`config.mk`:
```
export PLATFORM = sky130hd
export DESIGN_NAME = hsp_dma_port
export DESIGN_NICKNAME = d
export VERILOG_FILES = /design/src/rtl/hsp_pkg.sv /design/src/rtl/hsp_strobe_dec.sv /design/src/rtl/hsp_out_reg.sv /design/src/rtl/hsp_in_reg.sv /design/src/rtl/hsp_term.sv /design/src/rtl/hsp_dma_port.sv
export SDC_FILE = /design/constraint.sdc
export NUM_CORES = 1
export LEC_CHECK = 0
export BUFFER_PORTS_ARGS = -buffer_cell sky130_fd_sc_hd__buf_2
export CAP_MARGIN = 25
export CORE_MARGIN = 10
export CORE_UTILIZATION = 28
export DETAILED_ROUTE_END_ITERATION = 6
export SYNTH_ARGS = -nofsm -noshare
export SYNTH_HDL_FRONTEND = slang
export SYNTH_SLANG_ARGS = --single-unit
```
`constraint.sdc`:
```
create_clock -name clk -period 4.1 [get_ports clk]
set_input_delay 0.205 -clock clk [delete_from_list [all_inputs] [get_ports clk]]
set_output_delay 0.205 -clock clk [all_outputs]
set_load 0.01 [all_outputs]
```
`src/rtl/hsp_pkg.sv`:
```
package hsp_pkg;

    localparam int unsigned HSP_DW_DEFAULT = 8;

    typedef enum logic {
        DIR_TO_HOST = 1'b0,
        DIR_TO_SCSI = 1'b1
    } hsp_dir_e;

    typedef struct packed {
        logic wr_evt;     // first cycle of acknowledged write
        logic rd_evt;     // first cycle of acknowledged read
        logic rd_active;  // acknowledged read held low
        logic eop;        // end-of-process level, active high
    } hsp_strobe_t;

    function automatic logic fn_rise(input logic now_v, input logic prev_v);
        return now_v & ~prev_v;
    endfunction

endpackage

```
`src/rtl/hsp_strobe_dec.sv`:
```
module hsp_strobe_dec
    import hsp_pkg::*;
(
    input  logic        clk,
    input  logic        rst,
    input  logic        dack_n,
    input  logic        rd_n,
    input  logic        wr_n,
    input  logic        eop_n,
    output hsp_strobe_t stb
);

    logic wr_now, rd_now;
    logic wr_q, rd_q;

    assign wr_now = ~dack_n & ~wr_n;
    assign rd_now = ~dack_n & ~rd_n;

    always_ff @(posedge clk) begin
        if (rst) begin
            wr_q <= 1'b0;
            rd_q <= 1'b0;
        end else begin
            wr_q <= wr_now;
            rd_q <= rd_now;
        end
    end

    always_comb begin
        stb.wr_evt    = fn_rise(wr_now, wr_q);
        stb.rd_evt    = fn_rise(rd_now, rd_q);
        stb.rd_active = rd_now;
        stb.eop       = ~eop_n;
    end

endmodule

```
`src/rtl/hsp_out_reg.sv`:
```
module hsp_out_reg #(
    parameter int unsigned DW = 8
) (
    input  logic          clk,
    input  logic          rst,
    input  logic          mode_on,
    input  logic          dir_ok,
    input  logic          wr_evt,
    input  logic [DW-1:0] din,
    input  logic          tx_ready,
    output logic [DW-1:0] tx_data,
    output logic          full,
    output logic          accept,
    output logic          reject,
    output logic          drained
);

    logic [DW-1:0] data_q;
    logic          full_q;

    assign accept  = wr_evt & mode_on & dir_ok & ~full_q;
    assign reject  = wr_evt & mode_on & ~(dir_ok & ~full_q);
    assign drained = full_q & tx_ready;

    always_ff @(posedge clk) begin
        if (rst) begin
            data_q <= '0;
            full_q <= 1'b0;
        end else begin
            if (accept) begin
                data_q <= din;
                full_q <= 1'b1;
            end else if (drained) begin
                full_q <= 1'b0;
            end
        end
    end

    assign tx_data = data_q;
    assign full    = full_q;

endmodule

```
`src/rtl/hsp_in_reg.sv`:
```
module hsp_in_reg #(
    parameter int unsigned DW = 8
) (
    input  logic          clk,
    input  logic          rst,
    input  logic          mode_on,
    input  logic          dir_ok,
    input  logic          halt,
    input  logic          rd_evt,
    input  logic          rd_active,
    input  logic [DW-1:0] rx_data,
    input  logic          rx_valid,
    output logic          rx_ready,
    output logic [DW-1:0] dout,
    output logic          full,
    output logic          taken,
    output logic          reject
);

    logic [DW-1:0] data_q;
    logic          full_q;
    logic          load;

    // no refill while the controller is still reading the held byte
    assign rx_ready = mode_on & dir_ok & ~full_q & ~halt & ~rd_active;
    assign load     = rx_valid & rx_ready;
    assign taken    = rd_evt & mode_on & dir_ok & full_q;
    assign reject   = rd_evt & mode_on & ~(dir_ok & full_q);

    always_ff @(posedge clk) begin
        if (rst) begin
            data_q <= '0;
            full_q <= 1'b0;
        end else begin
            if (load) begin
                data_q <= rx_data;
                full_q <= 1'b1;
            end else if (taken) begin
                full_q <= 1'b0;
            end
        end
    end

    assign dout = data_q;
    assign full = full_q;

endmodule

```
`src/rtl/hsp_term.sv`:
```
module hsp_term (
    input  logic clk,
    input  logic rst,
    input  logic mode_on,
    input  logic blk_on,
    input  logic dir_out,
    input  logic dack_n,
    input  logic out_full,
    input  logic in_full,
    input  logic wr_accept,
    input  logic rd_taken,
    input  logic out_drained,
    input  logic eop,
    input  logic bad_strobe,
    output logic halt,
    output logic drq,
    output logic rdy,
    output logic eod_flag,
    output logic err_flag,
    output logic irq
);

    logic pend_q, end_q, err_q, drq_q;
    logic can_move;

    assign halt     = pend_q | end_q;
    assign can_move = dir_out ? ~out_full : in_full;

    always_ff @(posedge clk) begin
        if (rst) begin
            pend_q <= 1'b0;
            end_q  <= 1'b0;
            err_q  <= 1'b0;
            drq_q  <= 1'b0;
        end else begin
            drq_q <= mode_on & ~halt & can_move & dack_n;
            if (!mode_on) begin
                pend_q <= 1'b0;
                end_q  <= 1'b0;
                err_q  <= 1'b0;
            end else begin
                if (wr_accept && eop)
                    pend_q <= 1'b1;
                else if (out_drained)
                    pend_q <= 1'b0;
                if ((pend_q && out_drained) || (rd_taken && eop))
                    end_q <= 1'b1;
                if (bad_strobe)
                    err_q <= 1'b1;
            end
        end
    end

    assign drq      = drq_q;
    assign rdy      = ~(mode_on & blk_on) | (can_move & ~halt);
    assign eod_flag = end_q;
    assign err_flag = err_q;
    assign irq      = end_q | err_q;

endmodule

```
`src/rtl/hsp_dma_port.sv`:
```
module hsp_dma_port
    import hsp_pkg::*;
#(
    parameter int unsigned DW = HSP_DW_DEFAULT
) (
    input  logic          clk,
    input  logic          rst,
    input  logic          dma_en,
    input  logic          blk_en,
    input  logic          dir_out,
    input  logic          dack_n,
    input  logic          rd_n,
    input  logic          wr_n,
    input  logic          eop_n,
    input  logic [DW-1:0] hd_i,
    output logic [DW-1:0] hd_o,
    output logic          hd_oe,
    output logic          drq,
    output logic          rdy,
    output logic [DW-1:0] tx_data,
    output logic          tx_valid,
    input  logic          tx_ready,
    input  logic [DW-1:0] rx_data,
    input  logic          rx_valid,
    output logic          rx_ready,
    output logic          eod_flag,
    output logic          err_flag,
    output logic          irq
);

    hsp_strobe_t stb;
    hsp_dir_e    dir;
    logic        to_scsi, to_host;
    logic        out_full, out_acc, out_rej, out_drn;
    logic        in_full, in_taken, in_rej;
    logic        halt;

    assign dir     = hsp_dir_e'(dir_out);
    assign to_scsi = (dir == DIR_TO_SCSI);
    assign to_host = (dir == DIR_TO_HOST);

    hsp_strobe_dec u_dec (
        .clk    (clk),
        .rst    (rst),
        .dack_n (dack_n),
        .rd_n   (rd_n),
        .wr_n   (wr_n),
        .eop_n  (eop_n),
        .stb    (stb)
    );

    hsp_out_reg #(.DW(DW)) u_out (
        .clk      (clk),
        .rst      (rst),
        .mode_on  (dma_en),
        .dir_ok   (to_scsi),
        .wr_evt   (stb.wr_evt),
        .din      (hd_i),
        .tx_ready (tx_ready),
        .tx_data  (tx_data),
        .full     (out_full),
        .accept   (out_acc),
        .reject   (out_rej),
        .drained  (out_drn)
    );

    hsp_in_reg #(.DW(DW)) u_in (
        .clk       (clk),
        .rst       (rst),
        .mode_on   (dma_en),
        .dir_ok    (to_host),
        .halt      (halt),
        .rd_evt    (stb.rd_evt),
        .rd_active (stb.rd_active),
        .rx_data   (rx_data),
        .rx_valid  (rx_valid),
        .rx_ready  (rx_ready),
        .dout      (hd_o),
        .full      (in_full),
        .taken     (in_taken),
        .reject    (in_rej)
    );

    hsp_term u_term (
        .clk         (clk),
        .rst         (rst),
        .mode_on     (dma_en),
        .blk_on      (blk_en),
        .dir_out     (to_scsi),
        .dack_n      (dack_n),
        .out_full    (out_full),
        .in_full     (in_full),
        .wr_accept   (out_acc),
        .rd_taken    (in_taken),
        .out_drained (out_drn),
        .eop         (stb.eop),
        .bad_strobe  (out_rej | in_rej),
        .halt        (halt),
        .drq         (drq),
        .rdy         (rdy),
        .eod_flag    (eod_flag),
        .err_flag    (err_flag),
        .irq         (irq)
    );

    assign tx_valid = out_full;
    assign hd_oe    = stb.rd_active & dma_en;

endmodule

```
After elaboration in Yosys (flattened, before gate mapping)
Cells that the tools add are included.
{"block": "word_totals", "wordCells": 69, "reg_bits": 24, "in_bits": 27}
{"block": "classes", "bitwise": 45, "mux": 6, "reduce_logical": 8}
{"op": "$and 1x1->1", "count": 26}
{"op": "$not 1->1", "count": 15}
{"op": "$mux 1", "count": 6}
{"op": "$reduce_bool 2->1", "count": 3}
{"op": "$or 1x1->1", "count": 4}
{"op": "$logic_and 1x1->1", "count": 3}
{"op": "$reduce_or 2->1", "count": 1}
{"op": "$logic_or 1x1->1", "count": 1}

Logic depth before layout (Yosys ltp)
{"block": "depth", "ltp_word": 8, "mapped_depth": 5, "mapped_depth_nobuf": 3}

Cells and area by module
A second synthesis with hierarchy kept.
{"block": "hier_totals", "cells_unflattened": 116, "hier_area_um2": 1153.6}
{"module": "hsp_in_reg", "area_each_um2": 454.2, "cells_per_inst": 43, "instances": 1}
{"module": "hsp_out_reg", "area_each_um2": 424.2, "cells_per_inst": 42, "instances": 1}
{"module": "hsp_term", "area_each_um2": 183.9, "cells_per_inst": 19, "instances": 1}
{"module": "hsp_strobe_dec", "area_each_um2": 75.1, "cells_per_inst": 9, "instances": 1}
{"module": "hsp_dma_port", "area_each_um2": 16.3, "cells_per_inst": 3, "instances": 1}

Worst setup path before layout
No wires, ideal clock.
{"block": "synth_path", "path_kind": "register to register", "start": "register u_term.end_q (netlist: u_term.eod_flag)", "end": "register u_in.data_q[0] (netlist: u_in.dout[0])", "slack_ps": 2574, "stages_incl_launch_ff": 5, "arrival_time_ps": 1454, "required_time_ps": 4028, "setup_ps": 72, "path_cell_list": "dfxtp_1 -> or4b_4 -> nor4b_4 -> buf_6 -> mux2i_1"}
{"block": "synth_between", "elab_chain_len": 5}
{"item": "start: declaration", "line_no": "hsp_term.sv:23", "rtl": "logic pend_q, end_q, err_q, drq_q;"}
{"item": "start signal: assignment", "line_no": "hsp_term.sv:32", "rtl": "end_q <= 1'b0;"}
{"item": "start signal: assignment", "line_no": "hsp_term.sv:39", "rtl": "end_q <= 1'b0;"}
{"item": "start signal: assignment", "line_no": "hsp_term.sv:47", "rtl": "end_q <= 1'b1;"}
{"item": "$or 1x1->1", "line_no": "hsp_term.sv:26", "rtl": "assign halt = pend_q | end_q;"}
{"item": "$not 1->1", "line_no": "hsp_in_reg.sv:25", "rtl": "assign rx_ready = mode_on & dir_ok & ~full_q & ~halt & ~rd_active;"}
{"item": "$and 1x1->1 (2 in a row)", "line_no": "hsp_in_reg.sv:25"}
{"item": "$and 1x1->1", "line_no": "hsp_in_reg.sv:26", "rtl": "assign load = rx_valid & rx_ready;"}
{"item": "end signal: assignment", "line_no": "hsp_in_reg.sv:36", "rtl": "data_q <= rx_data;"}
{"item": "end: declaration", "line_no": "hsp_in_reg.sv:20", "rtl": "logic [DW-1:0] data_q;"}
No other way between the ends.
A chain may end at the register's enable or synchronous reset.

Worst setup path after layout
{"block": "layout_path", "start": "register u_out.full_q (netlist: u_out.full)", "end": "output rdy"}
{"block": "layout_between", "elab_chain_len": 4}
{"item": "start: declaration", "line_no": "hsp_out_reg.sv:19", "rtl": "logic full_q;"}
{"item": "start signal: assignment", "line_no": "hsp_out_reg.sv:28", "rtl": "full_q <= 1'b0;"}
{"item": "start signal: assignment", "line_no": "hsp_out_reg.sv:32", "rtl": "full_q <= 1'b1;"}
{"item": "start signal: assignment", "line_no": "hsp_out_reg.sv:34", "rtl": "full_q <= 1'b0;"}
{"item": "$not 1->1", "line_no": "hsp_term.sv:27", "rtl": "assign can_move = dir_out ? ~out_full : in_full;"}
{"item": "$mux 1", "line_no": "hsp_term.sv:27"}
{"item": "$and 1x1->1", "line_no": "hsp_term.sv:55", "rtl": "assign rdy = ~(mode_on & blk_on) | (can_move & ~halt);"}
{"item": "$or 1x1->1", "line_no": "hsp_term.sv:55"}
{"item": "end: declaration", "line_no": "hsp_dma_port.sv:19", "rtl": "output logic rdy,"}
No other way between the ends.

==> run summary <==
The Yosys step of the flow raised 0 warnings. In this run the power spent charging and discharging nets is 0.0001042 W. The library cell used most frequently in the layout, excluding fill and tap cells, is sky130_fd_sc_hd__buf_2. Netlist area before placement: 0.001112 sq mm. Global-route usage over all layers: 7.700%.

The number of nets in the finished design is 188, and the TritonCTS buffer count is 3. The floorplan step defined a core boundary enclosing 0.003744 sq mm. In this run the critical register-to-register path is captured at u_in.dout[6]$_SDFFE_PP0P_.

After clock tree synthesis, the clock-pin slew on the worst setup and hold paths is 80 ps. The count of final setup violators came out at 0. The global placement routability congestion was 0.7406.

The run gives 34.2% as the clock network fraction of total power. In this run the biggest area consumer among cell types represents 43.19% of the synthesized area. The peak per-stage delay on the critical path was 860 ps.

The capturing element type of the critical path is a primary output. Once detailed placement completed, the half-perimeter wirelength came to 2258 microns. In the layout the commonest cells are sky130_fd_sc_hd__buf_2, sky130_fd_sc_hd__dfxtp_1, sky130_fd_sc_hd__nand2b_1. The number of flops mapped to enable cells by yosys is 0. Measured along the x axis, the die boundary spans 83.03 microns. In the final timing run, aggregate negative setup slack is 0 ps. The worst hold path was traced through 2 stages.

Main flop type after synthesis: sky130_fd_sc_hd__dfxtp_1. By area the synthesized netlist is led by sky130_fd_sc_hd__dfxtp_1, sky130_fd_sc_hd__nand2b_1, sky130_fd_sc_hd__mux2i_1. After routing the design area is 0.001441 sq mm. Wire length reported by the detailed router: 2878 microns. In this run the worst hold path is classified as input pin to flop.

Synthesis produced 113 cells. The run gives 0 as the number of failing hold endpoints at the final stage. Summed over all cells, the static leakage comes to 0.6438 nW.

Of all nets on the critical path, the largest fanout is 17. For this block, the via count after detailed routing is 972. The share of flip-flops with an asynchronous set or reset works out to 0%. The total overflow left after global routing is 0. Dividing total power by cell area gives a power density of 317.1 mW/mm^2. The tools report the final worst-path setup slack as 1802 ps.

The repair_antennas step left the layout with diodes totalling 0. The post-route netlist has 38.13% of its cells at a drive strength greater than 1. The type of element launching the critical path is a flop. Dividing the detail-routed wire length by the instance count gives 13.84 microns.

In this run the most critical hold path is launched from rd_n. The run finished with clean final reports. The total placed cells including tap cells came out at 204. The tools report the deepest level of the CTS H-tree as 1.

The synthesized area per cell is 9.844 sq um, and the global-route wire length before repair is 4574 microns. The post-synthesis sequential element count was 24. The area overhead of the layout relative to synthesis came out at 29.58%. The count of buffers inserted at the top-level ports was 50; the peak ir drop on the vdd network was 0.1279 mV. Per report_power, the combinational group accounts for 12.7% of the total. Origin of the critical flop-to-flop path: u_term.pend_q$_SDFFE_PP0P_. The total nets after synthesis came out at 140. In this run, flip-flops and latches consume 53.1% of the power. Measured in cells, the most critical reg-to-reg path has a length of 3. The slew at the pin with the worst max-slew slack works out to 1099 ps. Traced cell by cell, the critical path runs through nor2b_1 > nor2_1 > o311ai_1 > buf_2. For this design, the sink count on the clock tree is 24. Of the total power, the share spent switching nets is 22.80%. For the post-cts sizing count, the log shows 0.

The data required time at the worst endpoint came out at 3890 ps. The count of cells in the finished layout, fillers not included, comes to 208. In this run the deepest clock path goes through 2 buffers. The run gives 0 as the initial antenna violation count. For this design, the slowest cell found on the critical path is sky130_fd_sc_hd__nor2b_1.

The internal portion of the total power is 0.0003528 W. Before antenna repair, the detailed router went through 4 iterations. Counting distinct cell types in the post-synthesis netlist gives 31. Entering global routing, the biggest net connects 32 pins. The run gives 22 as the number of rows created at floorplan. Across the run, the number of max-cap violations was 0.

For the boundary pin count, the log shows 51. The worst clock skew on the final layout was 1.018 ps. The run gives 2210 ps as the internal reg-to-reg setup slack.

Post-CTS setup buffer count: 0. Data arrives at the worst endpoint at 2090 ps. The critical path in this run is classified as flop to primary output. The final critical path takes up 56.06% of the cycle. Measured along the y axis, the die boundary spans 83.03 microns.

TritonCTS built the clock tree. Final number of max-transition violations: 0. For the number of global-route vias before repair, the log shows 995.

Largest area contributor in the synthesized netlist: sky130_fd_sc_hd__dfxtp_1. Setup repair after global routing left no endpoint under its margin. Clock latency on the worst-skew pair, taken at its later pin, is 260 ps. The detailed router's first-iteration violation count is 43. Number of buffers inserted for hold repair after clock tree synthesis: 0.

The clock period could shrink to 2298 ps. For this configuration, the core starts out at a cell density of 29.71%. The number of vias per cell is 4.673, and the overall die area is 0.006894 sq mm. The cell sitting at the root of the clock tree is a sky130_fd_sc_hd__clkbuf_8. The tools report the portion of the post-synthesis area used by sequential elements as 43.19%.

Derived from the worst setup path, the maximum achievable clock frequency is 0.4351 GHz. For the post-route DRC violation count, the log shows 0. The tools report the remaining max-slew budget at the tightest pin as 26.61%.

Post-placement cell area: 0.001386 sq mm. End point of the most critical hold path: u_dec.rd_q$_SDFF_PP0_. Timing analysis after detailed placement gives a worst setup slack of 2112 ps.

In this run the remaining antenna-violating nets after routing total 0.
## final cells by class
cell class                      instances  area (sq um)
Sequential cell                        24         480.5
Timing Repair Buffer                   50         250.2
Tap cell                               48         60.06
Clock buffer                            4         55.05
Multi-Input combinational cell         81         591.8
Fill cell                             416          2302
Inverter                                1         3.754
## synth_stat cells, types with 2 or more instances
cell,number
sky130_fd_sc_hd__dfxtp_1,24
sky130_fd_sc_hd__nand2b_1,20
sky130_fd_sc_hd__a21oi_1,9
sky130_fd_sc_hd__mux2i_1,9
sky130_fd_sc_hd__nand3_1,7
sky130_fd_sc_hd__a21bo_1,4
sky130_fd_sc_hd__clkbuf_1,4
sky130_fd_sc_hd__a21bo_2,3
sky130_fd_sc_hd__nand2_1,3
sky130_fd_sc_hd__nor2_1,3
sky130_fd_sc_hd__nor2b_1,3
sky130_fd_sc_hd__nor3_1,3
sky130_fd_sc_hd__buf_2,2
sky130_fd_sc_hd__nor4b_4,2
## registers in the layout, summed over array words and instances (netlist names)
register,count
u_in.full,1
u_dec.wr_q,1
u_dec.rd_q,1
u_out.full,1
u_term.eod_flag,1
u_term.drq,1
u_out.tx_data,8
u_in.dout,8
u_term.pend_q,1
u_term.err_flag,1
## routing by layer
metal / track usage (%) / wire [microns]
met1: 8.893 / 1355
met2: 11.31 / 1162
met3: 4.980 / 350
met4: 2.308 / 10
met5: 0 / 0
## stage by stage
| stage | utilization (%) | total power (W) | hold WS [ps] |
|---|---|---|---|
| finish | 38.50 | 0.0004570 | 133.5 |
| global route | 38.50 | 0.0004817 | 131.0 |
| CTS | 38.50 | 0.0004649 | 127.4 |
| detailed placement | 37.03 | 0.0003070 | 410.7 |
| global placement | 37.03 | 0.0003056 | 399.3 |
| floorplan | - | 0.0002812 | 276.1 |
## how the worst max path moves through the flow
stage | end | cells past startpoint | from
6_report | rdy | 4 | u_out.full$_SDFFE_PP0P_
5_1_grt | rdy | 4 | u_out.full$_SDFFE_PP0P_
3_3_place_gp | rdy | 5 | dir_out
3_5_place_dp | rdy | 4 | u_out.full$_SDFFE_PP0P_
4_1_cts | rdy | 4 | u_out.full$_SDFFE_PP0P_
2_1_floorplan | u_in.dout[0]$_SDFFE_PP0P_ | 4 | u_term.eod_flag$_SDFFE_PP0P_
## cell families (layout without fill, tap and decap cells)
kind of cell / count (synthesis) / in the layout / synth area share, %
AOI/OAI and AO/OA: 23 / 23 / 15.52
buffers and inverters: 8 / 55 / 3.599
DFF: 24 / 24 / 43.19
and+or+nand+nor: 49 / 49 / 29.59
muxes: 9 / 9 / 8.099
## power by group through the flow
stage	clock network [W]	logic, W	registers (W)
global route	0.000174	0.0000644	0.000244
floorplan	0	0.0000312	0.000250
CTS	0.000163	0.0000591	0.000243
finish	0.000156	0.0000582	0.000243
global placement	0	0.0000576	0.000248
detailed placement	0	0.0000590	0.000248
## worst max-delay path: cells and delay by family (launching register included)
kind | cells | cell delay, ps
and+or+nand+nor | 2 | 1020
DFF | 1 | 370
AOI/OAI and AO/OA | 1 | 270
buffers and inverters | 1 | 180
Note: power is estimated with default switching activity, not from simulation.
